File: src/rtl/pga_loader_pkg.sv
package pga_loader_pkg;

    typedef enum logic [2:0] {
        LD_IDLE    = 3'd0,
        LD_SETUP   = 3'd1,
        LD_SCK_LO  = 3'd2,
        LD_SCK_HI  = 3'd3,
        LD_CHECK   = 3'd4,
        LD_RELEASE = 3'd5,
        LD_DONE    = 3'd6
    } ld_state_e;

    // Both channels at gain -1: the widest input range
    localparam logic [7:0] GAIN_BOTH_UNITY = 8'h11;

endpackage

File: src/rtl/pga_phase_timer.sv
module pga_phase_timer #(
    parameter int HOLD_CYC = 2
) (
    input  logic clk,
    input  logic rst_n,
    input  logic clear,
    output logic last
);
    localparam int CW = $clog2(HOLD_CYC) + 1;
    localparam logic [CW-1:0] LAST_CNT = CW'(HOLD_CYC - 1);

    logic [CW-1:0] cnt_q;

    always_ff @(posedge clk or negedge rst_n) begin
        if (!rst_n) begin
            cnt_q <= '0;
        end else if (clear) begin
            cnt_q <= '0;
        end else if (cnt_q != LAST_CNT) begin
            cnt_q <= cnt_q + 1'b1;
        end
    end

    assign last = (cnt_q == LAST_CNT);
endmodule

File: src/rtl/pga_bit_tally.sv
module pga_bit_tally #(
    parameter int WORD_W = 8
) (
    input  logic clk,
    input  logic rst_n,
    input  logic load,
    input  logic step,
    output logic zero
);
    localparam int TW = $clog2(WORD_W + 1);
    localparam logic [TW-1:0] FULL = TW'(WORD_W);

    logic [TW-1:0] left_q;

    always_ff @(posedge clk or negedge rst_n) begin
        if (!rst_n) begin
            left_q <= '0;
        end else if (load) begin
            left_q <= FULL;
        end else if (step && left_q != '0) begin
            left_q <= left_q - 1'b1;
        end
    end

    assign zero = (left_q == '0);
endmodule

File: src/rtl/pga_gain_rotator.sv
module pga_gain_rotator #(
    parameter int WORD_W = 8
) (
    input  logic              clk,
    input  logic              rst_n,
    input  logic              load,
    input  logic              step,
    input  logic [WORD_W-1:0] word_in,
    output logic              msb
);
    logic [WORD_W-1:0] word_q;

    always_ff @(posedge clk or negedge rst_n) begin
        if (!rst_n) begin
            word_q <= '0;
        end else if (load) begin
            word_q <= word_in;
        end else if (step) begin
            word_q <= {word_q[WORD_W-2:0], word_q[WORD_W-1]};
        end
    end

    assign msb = word_q[WORD_W-1];
endmodule

File: src/rtl/pga_gain_loader.sv
module pga_gain_loader
    import pga_loader_pkg::*;
#(
    parameter int WORD_W   = 8,
    parameter int HOLD_CYC = 2
) (
    input  logic              clk,
    input  logic              rst_n,
    input  logic              start_req,
    input  logic [WORD_W-1:0] gain_word,
    output logic              cs_n,
    output logic              sck,
    output logic              mosi,
    output logic              cfg_done
);
    ld_state_e state_q, state_n;
    logic      tmr_last;
    logic      bits_zero;
    logic      do_load;
    logic      do_step;

    // State register
    always_ff @(posedge clk or negedge rst_n) begin
        if (!rst_n) begin
            state_q <= LD_IDLE;
        end else begin
            state_q <= state_n;
        end
    end

    // Next state
    always_comb begin
        state_n = state_q;
        unique case (state_q)
            LD_IDLE:    if (start_req) state_n = LD_SETUP;
            LD_SETUP:   if (tmr_last)  state_n = LD_SCK_LO;
            LD_SCK_LO:  if (tmr_last)  state_n = LD_SCK_HI;
            LD_SCK_HI:  if (tmr_last)  state_n = LD_CHECK;
            LD_CHECK:   state_n = bits_zero ? LD_RELEASE : LD_SCK_LO;
            LD_RELEASE: if (tmr_last)  state_n = LD_DONE;
            LD_DONE:    state_n = LD_DONE;
            default:    state_n = LD_IDLE;
        endcase
    end

    // Outputs
    always_comb begin
        cs_n     = 1'b1;
        sck      = 1'b0;
        cfg_done = 1'b0;
        unique case (state_q)
            LD_IDLE:    cs_n = 1'b1;
            LD_SETUP:   cs_n = 1'b0;
            LD_SCK_LO:  cs_n = 1'b0;
            LD_SCK_HI:  begin cs_n = 1'b0; sck = 1'b1; end
            LD_CHECK:   cs_n = 1'b0;
            LD_RELEASE: cs_n = 1'b1;
            LD_DONE:    cfg_done = 1'b1;
            default:    cs_n = 1'b1;
        endcase
    end

    assign do_load = (state_q == LD_IDLE) && start_req;
    assign do_step = (state_q == LD_SCK_HI) && tmr_last;

    pga_phase_timer #(.HOLD_CYC(HOLD_CYC)) u_timer (
        .clk   (clk),
        .rst_n (rst_n),
        .clear (state_n != state_q),
        .last  (tmr_last)
    );

    pga_bit_tally #(.WORD_W(WORD_W)) u_tally (
        .clk   (clk),
        .rst_n (rst_n),
        .load  (do_load),
        .step  (do_step),
        .zero  (bits_zero)
    );

    pga_gain_rotator #(.WORD_W(WORD_W)) u_rot (
        .clk     (clk),
        .rst_n   (rst_n),
        .load    (do_load),
        .step    (do_step),
        .word_in (gain_word),
        .msb     (mosi)
    );
endmodule

File: config.mk
export PLATFORM = sky130hd
export DESIGN_NAME = pga_gain_loader
export DESIGN_NICKNAME = d
export VERILOG_FILES = /design/src/rtl/pga_loader_pkg.sv /design/src/rtl/pga_phase_timer.sv /design/src/rtl/pga_bit_tally.sv /design/src/rtl/pga_gain_rotator.sv /design/src/rtl/pga_gain_loader.sv
export SDC_FILE = /design/constraint.sdc
export NUM_CORES = 1
export LEC_CHECK = 0
export BUFFER_PORTS_ARGS = -buffer_cell sky130_fd_sc_hd__buf_2
export CAP_MARGIN = 15
export CORE_ASPECT_RATIO = 1.25
export CORE_MARGIN = 1
export CORE_UTILIZATION = 55
export CTS_CLUSTER_DIAMETER = 100
export CTS_CLUSTER_SIZE = 12
export DETAILED_ROUTE_END_ITERATION = 8
export GPL_TIMING_DRIVEN = 0
export PLACE_DENSITY = 0.77
export SLEW_MARGIN = 20
export SYNTH_ARGS = -nofsm -noshare
export SYNTH_HDL_FRONTEND = slang
export SYNTH_SLANG_ARGS = --single-unit
File: constraint.sdc
create_clock -name clk -period 2.8 [get_ports clk]
set_input_delay 0.28 -clock clk [delete_from_list [all_inputs] [get_ports clk]]
set_output_delay 0.28 -clock clk [all_outputs]
set_load 0.05 [all_outputs]
# After elaboration in Yosys (flattened, before gate mapping)
# Index checks and enable logic that the tools add are counted.
totals:
  latchBits: 0
  ramBits: 0
  in_bits: 11
  mem_count: 0
  elab_cells: 41
  regBits: 17
  rom_bits: 0
classes:
  n_reduce_logical: 10
  mux: 16
  n_div: 0
  order_cmp: 0
  add_sub_neg: 2
  shifts: 0
  n_eq_ne: 9
  bitwise_logic: 0
  multipliers: 0
op_table:
  columns: ["operator", "count"]
  rows:
  - ["$pmux W3 S7", 1]
  - ["$mux W3", 6]
  - ["$mux W8", 2]
  - ["$eq A3 B3 Y1 const B", 3]
  - ["$mux W4", 2]
  - ["$eq A3 B2 Y1 const B", 2]
  - ["$reduce_bool A2 Y1", 3]
  - ["$logic_not A4 Y1", 1]
  - ["$mux W2", 2]
  - ["$reduce_bool A4 Y1", 1]
  - ["$reduce_or A4 Y1", 1]
  - ["$sub A4 B1 Y4 const B", 1]
  - ["$eq A3 B1 Y1 const B", 1]
  - ["$logic_and A1 B1 Y1", 3]
  - ["$logic_not A3 Y1", 1]
  - ["$mux W1", 3]
  - ["$ne A3 B3 Y1", 1]
  - ["$add A2 B1 Y2 const B", 1]
  - ["$eq A2 B1 Y1 const B", 1]
  - ["$ne A2 B1 Y1 const B", 1]

# Depth between registers and ports, before layout
# Gate-level depths: netlist (run 1).
depth:
  depth_word: 5
  mapped_depth: 7
  depth_no_buf: 5

# By module
# From an unflattened synthesis (run 1), not the netlist that was laid out.
unflattened:
  cells_unflattened: 93
  area_unflattened_um2: 939.7
modules_own_cells:
  columns: ["mod", "seq_area_each_um2", "cells_per_inst", "area_per_inst_um2", "instances"]
  rows:
  - ["pga_gain_rotator", 200.2, 34, 372.9, 1]
  - ["pga_gain_loader", 75.1, 28, 237.7, 1]
  - ["pga_bit_tally", 100.1, 23, 236.5, 1]
  - ["pga_phase_timer", 50.0, 8, 92.6, 1]

# Worst setup path after synthesis (run 1)
# OpenSTA, ideal clock, no wires.
synth_path:
  path_type: "flip-flop to output port"
  from: "reg state_q[0]"
  to: "out cs_n"
  t_arrival_ps: 1510
  stages_incl_launch_ff: 4
  path_buffers: 1
  setup_slack_ps: 1010
  path_cell_list: "dfrtp_1 -> buf_2 -> nor2_1 -> xor2_1"
synth_between:
  elab_chain_cells: 3
  elab_cells_between_ends: 6
synth_lines:
  columns: ["item", "line_no", "text"]
  rows:
  - ["start, declared", "pga_gain_loader.sv:16", "ld_state_e state_q, state_n;"]
  - ["start signal, assigned", "pga_gain_loader.sv:27", "state_q <= state_n;"]
  - ["$eq A3 B2 Y1, or another cell as far along", "pga_gain_loader.sv:51", "unique case (state_q)"]
  - ["$reduce_or A4 Y1 (no source line) (*)", null, null]
  - ["$mux W1 (*)", "pga_gain_loader.sv:51", null]
  - ["end, declared", "pga_gain_loader.sv:11", "output logic cs_n,"]
# Mark *: on every way between the ends. The rest lies on a longest branch, timed or not.

# Worst setup path in the final report (run 1)
# Ends and elaborated chain as after synthesis.

==> metrics.md, run 1 <==
| Metric | Value |
|---|---|
| # setup viols final | 0 |
| Clk network pwr share | 0.099 |
| Antenna viol nets, final | 0 |
| CTS Root Cell | clkbuf_4 |
| Mapped cell area | 942 um2 |
| Die H | 48.3 um |
| H-Tree Depth | 1 |
| Mean Syn Cell Area | 9.81 um2 |
| Slowest cell delay on critical path | 0.44 ns |
| Worst Path Arrival | 1.53 ns |
| Layout cells sized above 1 | 0.217 |
| IO Port Bufs | 14 |
| Fmax | 552 MHz |
| CTS max path bufs | 2 |
| Peak VDD IR | 682 uV |
| Clock Skew | 0.00423 ns |
| Switch share | 0.453 |
| Reg-to-Reg Start | u_tally.left_q[0]$_DFFE_PN0P_ |
| Psw | 583 uW |
| Part of the Yosys area used for sequential elements | 0.452 |
| GR Util All Layers | 0.203 |
| Hold WC Path Type | primary input to register |
| Int Pwr | 704 uW |
| Cell family with most CP delay | buffers and inverters |
| Hold depth | 3 |
| Crit Path Max Fanout | 10 |
| Critical path startpoint category | register |
| Area growth, synth to finish | 13.7% |
| Crit path kind | register to output pin |
| Final max-slew violation count | 0 |
| Max_slew headroom | 0.567 |
| Post-synth top area share | 0.452 |
| Wire length per cell | 12.0 um |
| Num CTS Buffers | 3 |
| Combinational power share | 0.548 |
| Worst-margin pin slew | 0.649 ns |
| Cells along the critical path | buf_2 -> nor2_1 -> xor2_1 -> buf_2 |
| Power after layout | 1290 uW |
| Final GP Congestion | 0.712 |
| Core Region | 0.00158 mm2 |
| Number of global-route vias before repair | 639 |
| Outcome | finished, final reports clean |
| Critical path origin | state_q[0]$_DFF_PN0_ |
| # DRC | 0 |
| Antenna violations before repair | 0 |
| ANT cells | 0 |
| Total of max-cap violations | 0 |
| CP required | 2.52 ns |
| Synth Net Count | 109 |
| PwrDens | 1200 mW/mm2 |
| Largest net degree at the start of global routing | 18 |
| Flops & latches, synth | 17 |
| First-pass GRT wire length | 2.61 mm |
| Pre-antenna DRT Iters | 4 |
| RSZ-0062 raised after global routing | false |
| Syn Inst Count | 96 |
| Yosys warning count | 0 |
| Full die area | 0.00188 mm2 |
| DR iter-0 viols | 3 |
| Final min period | 1.81 ns |
| Total Wirelength | 1.60 mm |
| Stages on the worst setup path | 4 |
| I/O pin total | 15 |
| CP max-delay cell | dfrtp_1 |
| Reg power frac | 0.353 |
| Biggest area consumer among synthesized cells | dfrtp_1 |
| Row count | 16 |
| Die Wd | 39.0 um |
| WP buf/inv | 2 |
| DR vias | 732 |
| CTS Sinks | 17 |
| Setup_tns | 0 ns |
| Area contributors post-synth | dfrtp_1 45%, mux2i_1 8.5%, o21ai_1 6.4% |
| Leak | 0.000557 uW |
| Cell repeated most along the worst path | buf_2 |
| Final Cycle Share | 0.647 |
| Synth unique cells | 31 |
| Total gr overflow | 0 |
| Crit. End Element | output pin |
| Final #Nets | 129 |
| Initial core utilization | 0.596 |
| Setup bufs post-CTS | 0 |
| Hold_sp | gain_word[6] |
| HPWL after detailed placement | 1.19 mm |
| Detail-routed via count per cell | 5.50 |
| Hold Vio Cnt, Final | 0 |
| Clk slew on worst S/H paths | 0.09 ns |
| Worst reg-to-reg path cell count | 5 |
| CTS tree | yes |
| Worst skew pair latency | 0.28 ns |
-- placed cells by master (no fill, tap or decap), drive strengths merged, types with 2 or more instances in the layout --
master	n
dfrtp	17
or3	3
or3b	2
nor2	5
a21oi	5
buf	20
o21ai	14
and3b	2
mux2i	8
or2	2
xor2	2
clkbuf	5
ha	2
nand2	10
inv	4
-- per-stage QoR --
| step | hold WS [ns] | area (um2) | util | worst slack [ns] | instances |
|---|---|---|---|---|---|
| floorplan | -0.0156 | 942 | - | 1.01 | 96 |
| global placement | 0.217 | 1030 | 0.654 | 1.23 | 128 |
| detailed placement | 0.217 | 1030 | 0.654 | 1.20 | 128 |
| CTS | 0.196 | 1070 | 0.677 | 0.969 | 133 |
| global route | 0.196 | 1070 | 0.677 | 0.860 | 133 |
| finish | 0.198 | 1070 | 0.677 | 0.987 | 133 |
-- layer usage --
layer,wire length [um],vias up,GRT usage
met5,0,-,0
met4,20,0,0.0897
met3,46,3,0.0320
met2,796,18,0.370
met1,732,335,0.235
li1,-,376,-
-- logic make-up after synthesis --
kind of cell | after synthesis | synth area share
buffers and inverters | 11 | 0.0544
XOR/XNOR | 2 | 0.0186
adder cells (fa/ha/maj) | 2 | 0.0266
flip-flops | 17 | 0.452
AO/OA/AOI/OAI | 25 | 0.154
AND/OR/NAND/NOR | 31 | 0.210
multiplexers | 8 | 0.0850
-- final cells by class --
| cell class | instances | area [um2] |
|---|---|---|
| Tap cell | 18 | 22.5 |
| Sequential cell | 17 | 425 |
| Inverter | 4 | 15.0 |
| Timing Repair Buffer | 15 | 80.1 |
| Buffer | 7 | 36.3 |
| Fill cell | 131 | 510 |
| Multi-Input combinational cell | 68 | 465 |
| Clock buffer | 4 | 26.3 |
-- path summary, 6_finish.rpt --
kind	to	slack, ns
worst max-delay path	cs_n	0.99
worst min register to register	u_timer.cnt_q[1]$_DFFE_PN0P_	0.54
max in group asynchronous	u_timer.cnt_q[0]$_DFFE_PN0P_	2.10
min in group asynchronous	u_tally.left_q[0]$_DFFE_PN0P_	0.43
worst max register to register	u_tally.left_q[0]$_DFFE_PN0P_	1.18
worst min-delay path	u_rot.word_q[6]$_DFFE_PN0P_	0.20
-- power by group through the flow --
stage	clock network [uW]	logic, uW	registers (uW)
floorplan	0	557	461
global placement	0	684	452
detailed placement	0	706	460
CTS	131	710	454
global route	142	786	468
finish	128	706	454
-- tightest hold or removal path: cells and delay by family --
| family | cells | cell delay [ns] |
|---|---|---|
| buffers and inverters | 1 | 0.07 |
| AO/OA/AOI/OAI | 1 | 0.06 |
| AND/OR/NAND/NOR | 1 | 0.04 |
-- cells in the mapped netlist --
cell      number
nor4b_2        1
a211oi_1       1
nor4_1         1
o21ai_1       12
a21o_1         1
nand4b_4       1
o21ai_0        2
mux2i_1        8
a221o_1        1
clkbuf_1       1
or3_1          3
and3b_1        2
buf_4          1
o21bai_1       1
o221ai_1       1
dfrtp_1       17
a211o_1        1
and2_1         1
ha_1           2
nor2b_1        1
or2_1          1
or2_0          1
nor3b_1        1
or4b_1         1
or3b_1         2
buf_2          5
nand2_1       10
a21oi_1        5
xor2_1         2
nor2_1         5
inv_1          4
-- timing repair --
| item | CTS | global route |
|---|---|---|
| hold endpoints to repair | 17 | 0 |
| resized for setup | 0 | 0 |
| setup endpoints to repair | 0 | 0 |
| hold buffers | 1 | 0 |
-- sequential cells by signal (all words and copies together), names as in the netlist --
register	flops
u_tally.left_q	4
u_rot.word_q	8
state_q	3
u_timer.cnt_q	2
No activity file was read; power rests on OpenSTA's default activity.
==> inputs of run 2 (changes only) <==
--- a/config.mk
+++ b/config.mk
@@ -5,16 +5,17 @@
 export SDC_FILE = /design/constraint.sdc
 export NUM_CORES = 1
 export LEC_CHECK = 0
+export ABC_AREA = 1
 export BUFFER_PORTS_ARGS = -buffer_cell sky130_fd_sc_hd__buf_2
 export CAP_MARGIN = 15
 export CORE_ASPECT_RATIO = 1.25
 export CORE_MARGIN = 1
-export CORE_UTILIZATION = 55
+export CORE_UTILIZATION = 53
 export CTS_CLUSTER_DIAMETER = 100
 export CTS_CLUSTER_SIZE = 12
 export DETAILED_ROUTE_END_ITERATION = 8
 export GPL_TIMING_DRIVEN = 0
-export PLACE_DENSITY = 0.77
+export PLACE_DENSITY = 0.75
 export SLEW_MARGIN = 20
 export SYNTH_ARGS = -nofsm -noshare
 export SYNTH_HDL_FRONTEND = slang
==> constraint.sdc (replaced) <==
create_clock -name clk -period 1.8 [get_ports clk]
set_input_delay 0.18 -clock clk [delete_from_list [all_inputs] [get_ports clk]]
set_output_delay 0.18 -clock clk [all_outputs]
set_load 0.05 [all_outputs]
==> metrics.md, run 2 <==
| Metric | Value |
|---|---|
| Outcome | finished, final reports clean |
| GR Util All Layers | 0.204 |
| Total of max-cap violations | 0 |
| IO Port Bufs | 14 |
| Cell repeated most along the worst path | nor2_1 |
| Number of global-route vias before repair | 685 |
| # DRC | 0 |
| Synth unique cells | 17 |
| Full die area | 0.00187 mm2 |
| PwrDens | 587 mW/mm2 |
| Layout cells sized above 1 | 0.200 |
| Area contributors post-synth | dfrtp_1 47%, o21ai_0 10%, inv_1 7.1% |
| Antenna violations before repair | 0 |
| Total gr overflow | 0 |
| Wire length per cell | 10.8 um |
| Synth Net Count | 129 |
| Post-Synth XOR/XNOR Area | 0.00972 |
| Final min period | 1.61 ns |
| Core Region | 0.00158 mm2 |
| Crit path kind | register to output pin |
| Largest family of logic cells by synthesized area | simple AND/OR/NAND/NOR gates |
| Cells along the critical path | inv_1 -> nand2_1 -> nor2_1 -> nor2_1 -> buf_2 |
| Part of the Yosys area used for sequential elements | 0.472 |
| CTS tree | yes |
| Post-synth ARST share | 1.00 |
| Mapped cell area | 901 um2 |
| I/O pin total | 15 |
| Area growth, synth to finish | 14.3% |
| # setup viols final | 0 |
| Die Wd | 38.9 um |
| Commonest non-fill, non-tap cell in the layout | o21ai_0 |
| Most flops, register | u_rot.word_q |
| Simple-gate share of the synthesized area | 0.210 |
| Die H | 48.1 um |
| First-pass GRT wire length | 2.64 mm |
| Max FFs per register | 8 |
| Mean Syn Cell Area | 7.77 um2 |
| Worst Path Arrival | 1.43 ns |
| Clk slew on worst S/H paths | 0.10 ns |
| Largest net degree at the start of global routing | 18 |
| Antenna viol nets, final | 0 |
| Peak VDD IR | 430 uV |
| H-Tree Depth | 1 |
| Syn Inst Count | 116 |
| Most frequent cells in the layout | 18 x o21ai_0, 17 x inv_1, 17 x buf_2, 17 x dfrtp_1, 16 x nand2_1 |
| Row count | 16 |
| Yosys warning count | 0 |
| Dpl ws | 0.384 ns |
| Slowest cell delay on critical path | 0.47 ns |
| Biggest area consumer among synthesized cells | dfrtp_1 |
| Most frequent cell after synthesis | o21ai_0 |
| Ys flop type | dfrtp_1 |
| Leak | 0.000544 uW |
| Hold WC Path Type | primary input to register |
| Crit Path Max Fanout | 7 |
| Worst skew pair latency | 0.29 ns |
| Top flop regs | u_rot.word_q x8, u_tally.left_q x4, state_q x3 |
| Final #Nets | 149 |
| CP max-delay cell | dfrtp_1 |
| RSZ-0062 raised after global routing | false |
| Pre-antenna DRT Iters | 4 |
| Mux contribution to synthesized area | 0 |
| Num CTS Buffers | 3 |
| HPWL after detailed placement | 1.24 mm |
| Total Wirelength | 1.65 mm |
| Synth Area in Adders | 0.0278 |
| CTS Sinks | 17 |
| Initial core utilization | 0.570 |
| Post-CTS resize count | 0 |
| Final max-slew violation count | 0 |
| Final Cycle Share | 0.895 |
| CP required | 1.62 ns |
| Setup ws final | 0.189 ns |
| Clock Skew | 0.00248 ns |
| Post-synth top area share | 0.472 |
| Critical path startpoint category | register |
| Fmax | 621 MHz |
| DR iter-0 viols | 16 |
| Setup_tns | 0 ns |
| Post-CTS Hold Buffers | 1 |
| Detail-routed via count per cell | 5.25 |
| Flops & latches, synth | 17 |
| ANT cells | 0 |
| CTS Root Cell | clkbuf_4 |
| DR vias | 804 |
| Max_slew headroom | 0.751 |
| Setup bufs post-CTS | 0 |
| Post-synth top cells | 18 x o21ai_0, 17 x dfrtp_1, 17 x inv_1, 16 x nand2_1, 12 x nand3_1 |
| Post-synth EDFFs | 0 |
| Crit. End Element | output pin |
| Worst-margin pin slew | 0.373 ns |
| Post-synthesis compound-gate area fraction | 0.176 |
| Final GP Congestion | 0.729 |
| CTS max path bufs | 2 |
| Hold Vio Cnt, Final | 0 |
-- run 2: cell count changes after synthesis, moves of 3 or more --
cell,previous run,this run
o21ai_0,2,18
inv_1,4,17
nand3_1,0,12
mux2i_1,8,0
nand2_1,10,16
nor2_1,5,10
o21ai_1,12,8
nand2_2,0,3
or3_1,3,0
-- run 2: path summary, 6_finish.rpt --
path | startpoint | to | slack [ns] | cells after the start
worst max-delay path | state_q[0]$_DFF_PN0_ | cs_n | 0.19 | 5
worst min-delay path | gain_word[1] | u_rot.word_q[1]$_DFFE_PN0P_ | 0.11 | 3
worst max register to register | u_timer.cnt_q[0]$_DFFE_PN0P_ | u_rot.word_q[7]$_DFFE_PN0P_ | 0.38 | 7
worst min register to register | u_tally.left_q[3]$_DFFE_PN0P_ | u_tally.left_q[3]$_DFFE_PN0P_ | 0.53 | 2
max in group asynchronous | rst_n | state_q[1]$_DFF_PN0_ | 1.21 | 2
min in group asynchronous | rst_n | u_rot.word_q[0]$_DFFE_PN0P_ | 0.32 | 2
-- run 2: area by class of cell --
cell class / count / area, um2
timing repair buffer: 15 / 80.1
tap: 18 / 22.5
inverter: 18 / 67.6
buffer: 4 / 26.3
fill: 141 / 552
sequential: 17 / 425
clock buffer: 4 / 26.3
multi-input combinational: 77 / 382
-- run 2: routing by layer --
| layer | wire length [um] | global-route usage | vias up |
|---|---|---|---|
| met3 | 33 | 0.0137 | 5 |
| li1 | - | - | 411 |
| met2 | 822 | 0.367 | 17 |
| met5 | 0 | 0 | - |
| met4 | 36 | 0.0897 | 0 |
| met1 | 759 | 0.253 | 371 |
-- run 2: cell families after synthesis --
family,count (synthesis)
AO/OA/AOI/OAI,31
XOR/XNOR,1
AND/OR/NAND/NOR,43
adder cells (fa/ha/maj),2
buffers and inverters,22
flip-flops,17
-- run 2: critical path, delay by kind of cell, from the launching register on --
family / cells / cell delay [ns]
buffers and inverters: 2 / 0.34
DFF: 1 / 0.47
and+or+nand+nor: 3 / 0.35
-- run 2: stage by stage --
step	area [um2]	instances	power, uW	hold WS (ns)	utilization
6_report	1030	153	605	0.112	0.651
5_1_grt	1030	153	626	0.140	0.651
4_1_cts	1030	153	607	0.113	0.651
3_5_place_dp	993	148	407	0.121	0.628
3_3_place_gp	993	148	407	0.118	0.628
2_1_floorplan	901	116	389	-0.116	-
-- run 2: power by group --
group,internal (uW),total [uW],switching (uW)
combinational,8.91,18.8,9.93
clock,86.2,204,118
sequential,382,382,0
==> inputs of run 3 (changes only) <==
--- a/config.mk
+++ b/config.mk
@@ -8,7 +8,6 @@
 export ABC_AREA = 1
 export BUFFER_PORTS_ARGS = -buffer_cell sky130_fd_sc_hd__buf_2
 export CAP_MARGIN = 15
-export CORE_ASPECT_RATIO = 1.25
 export CORE_MARGIN = 1
 export CORE_UTILIZATION = 53
 export CTS_CLUSTER_DIAMETER = 100
==> metrics.md, run 3 (synthesis gave the netlist of run 2 again) <==
| Metric | Value |
|---|---|
| Final GP Congestion | 0.796 |
| Worst Path Arrival | 1.42 ns |
| # DRC | 0 |
| Slowest cell delay on critical path | 0.47 ns |
| DR vias | 833 |
| Die H | 43.2 um |
| WP buf/inv | 2 |
| Largest net degree at the start of global routing | 18 |
| Total Wirelength | 1.85 mm |
| Most flops, register | u_rot.word_q |
| Fill count | 132 |
| First-pass GRT wire length | 3.23 mm |
| Number of global-route vias before repair | 833 |
| Fmax | 624 MHz |
| Cell family with most CP delay | flip-flops |
| Cells along the critical path | inv_1 -> nand2_1 -> nor2_1 -> nor2_1 -> buf_2 |
| CTS Sinks | 17 |
| Crit Path Max Fanout | 7 |
| CP required | 1.62 ns |
| Worst skew pair latency | 0.29 ns |
| CTS max path bufs | 2 |
| IO Port Bufs | 14 |
| Full die area | 0.00187 mm2 |
| Final min period | 1.60 ns |
| Commonest non-fill, non-tap cell in the layout | o21ai_0 |
| Detail-routed via count per cell | 5.52 |
| H-Tree Depth | 1 |
| Core Region | 0.00154 mm2 |
| Total of max-cap violations | 0 |
| Final max-slew violation count | 0 |
| HPWL after detailed placement | 1.35 mm |
| Worst-margin pin slew | 0.369 ns |
| ANT cells | 0 |
| Crit path kind | register to output pin |
| Antenna violations before repair | 0 |
| Hold WC Path Type | primary input to register |
| CTS tree | yes |
| Cell repeated most along the worst path | nor2_1 |
| Area growth, synth to finish | 14.0% |
| Setup_tns | 0 ns |
| Antenna viol nets, final | 0 |
| CTS Root Cell | clkbuf_4 |
| Layout cells sized above 1 | 0.200 |
| Die Wd | 43.2 um |
| Final Cycle Share | 0.890 |
| Clock Skew | 0.00527 ns |
| Max_slew headroom | 0.754 |
| Hold Vio Cnt, Final | 0 |
| Leak | 0.000544 uW |
| Top flop regs | u_rot.word_q x8, u_tally.left_q x4, state_q x3 |
| RSZ-0062 raised after global routing | false |
| Num CTS Buffers | 3 |
| Row count | 14 |
| CP max-delay cell | dfrtp_1 |
| PwrDens | 590 mW/mm2 |
| Post-CTS resize count | 0 |
| # setup viols final | 0 |
| Clk slew on worst S/H paths | 0.10 ns |
| Total gr overflow | 0 |
| Post-layout util | 0.666 |
| DR iter-0 viols | 22 |
| Max FFs per register | 8 |
| Final #Nets | 149 |
| I/O pin total | 15 |
| Outcome | finished, final reports clean |
| Initial core utilization | 0.584 |
| Wire length per cell | 12.2 um |
| Most frequent cells in the layout | 18 x o21ai_0, 17 x inv_1, 17 x buf_2, 17 x dfrtp_1, 16 x nand2_1 |
| Crit. End Element | output pin |
| GR Util All Layers | 0.233 |
| Pre-antenna DRT Iters | 5 |
| Peak VDD IR | 491 uV |
| Critical path startpoint category | register |
[run 3: final cells by class]
class                           instances  area, um2  area share
Timing Repair Buffer                   15       80.1      0.0780
Sequential cell                        17        425       0.414
Clock buffer                            4       26.3      0.0256
Tap cell                               16       20.0      0.0195
Inverter                               18       67.6      0.0658
Buffer                                  4       26.3      0.0256
Multi-Input combinational cell         77        382       0.371
[run 3: worst paths after layout]
| kind | startpoint | endpoint | cells past startpoint | slack (ns) |
|---|---|---|---|---|
| min in group asynchronous | rst_n | u_rot.word_q[5]$_DFFE_PN0P_ | 2 | 0.34 |
| max in group asynchronous | rst_n | u_rot.word_q[6]$_DFFE_PN0P_ | 2 | 1.19 |
| min reg2reg | u_tally.left_q[3]$_DFFE_PN0P_ | u_tally.left_q[3]$_DFFE_PN0P_ | 2 | 0.54 |
| min | gain_word[4] | u_rot.word_q[4]$_DFFE_PN0P_ | 3 | 0.12 |
| max reg2reg | u_timer.cnt_q[0]$_DFFE_PN0P_ | u_rot.word_q[7]$_DFFE_PN0P_ | 7 | 0.36 |
| max | state_q[0]$_DFF_PN0_ | cs_n | 5 | 0.20 |
[run 3: per-stage QoR]
stage	total power, uW	area (um2)	hold WS, ns	cells	setup WS [ns]
finish	606	1030	0.117	151	0.198
global route	627	1030	0.124	151	0.0841
CTS	606	1030	0.120	151	0.198
detailed placement	407	991	0.120	146	0.375
global placement	406	991	0.114	146	0.419
floorplan	389	901	-0.116	116	0.198
[run 3: worst min-delay path, stage by stage]
cell and delay (ns):
buf_2 0.07, o21ai_1 0.05, o21ai_0 0.07
[run 3: layer usage]
metal | GRT usage | share of wire | vias up | wire length [um]
met4 | 0.0848 | 0.014 | 0 | 25
met5 | 0 | 0 | - | 0
li1 | - | - | 414 | -
met2 | 0.421 | 0.51 | 22 | 943
met3 | 0.0383 | 0.037 | 4 | 69
met1 | 0.271 | 0.44 | 393 | 809
[run 3: repair_timing]
| action | in CTS | in global routing |
|---|---|---|
| hold buffers | 1 | 0 |
| buffers inserted | 0 | 0 |
| endpoints found under the hold margin | 17 | 0 |
[run 3: power breakdown]
group / total (uW) / internal, uW / switching, uW
sequential: 382 / 382 / 0
clock: 205 / 86.2 / 119
combinational: 19.2 / 8.94 / 10.2
total: 606 / 477 / 129
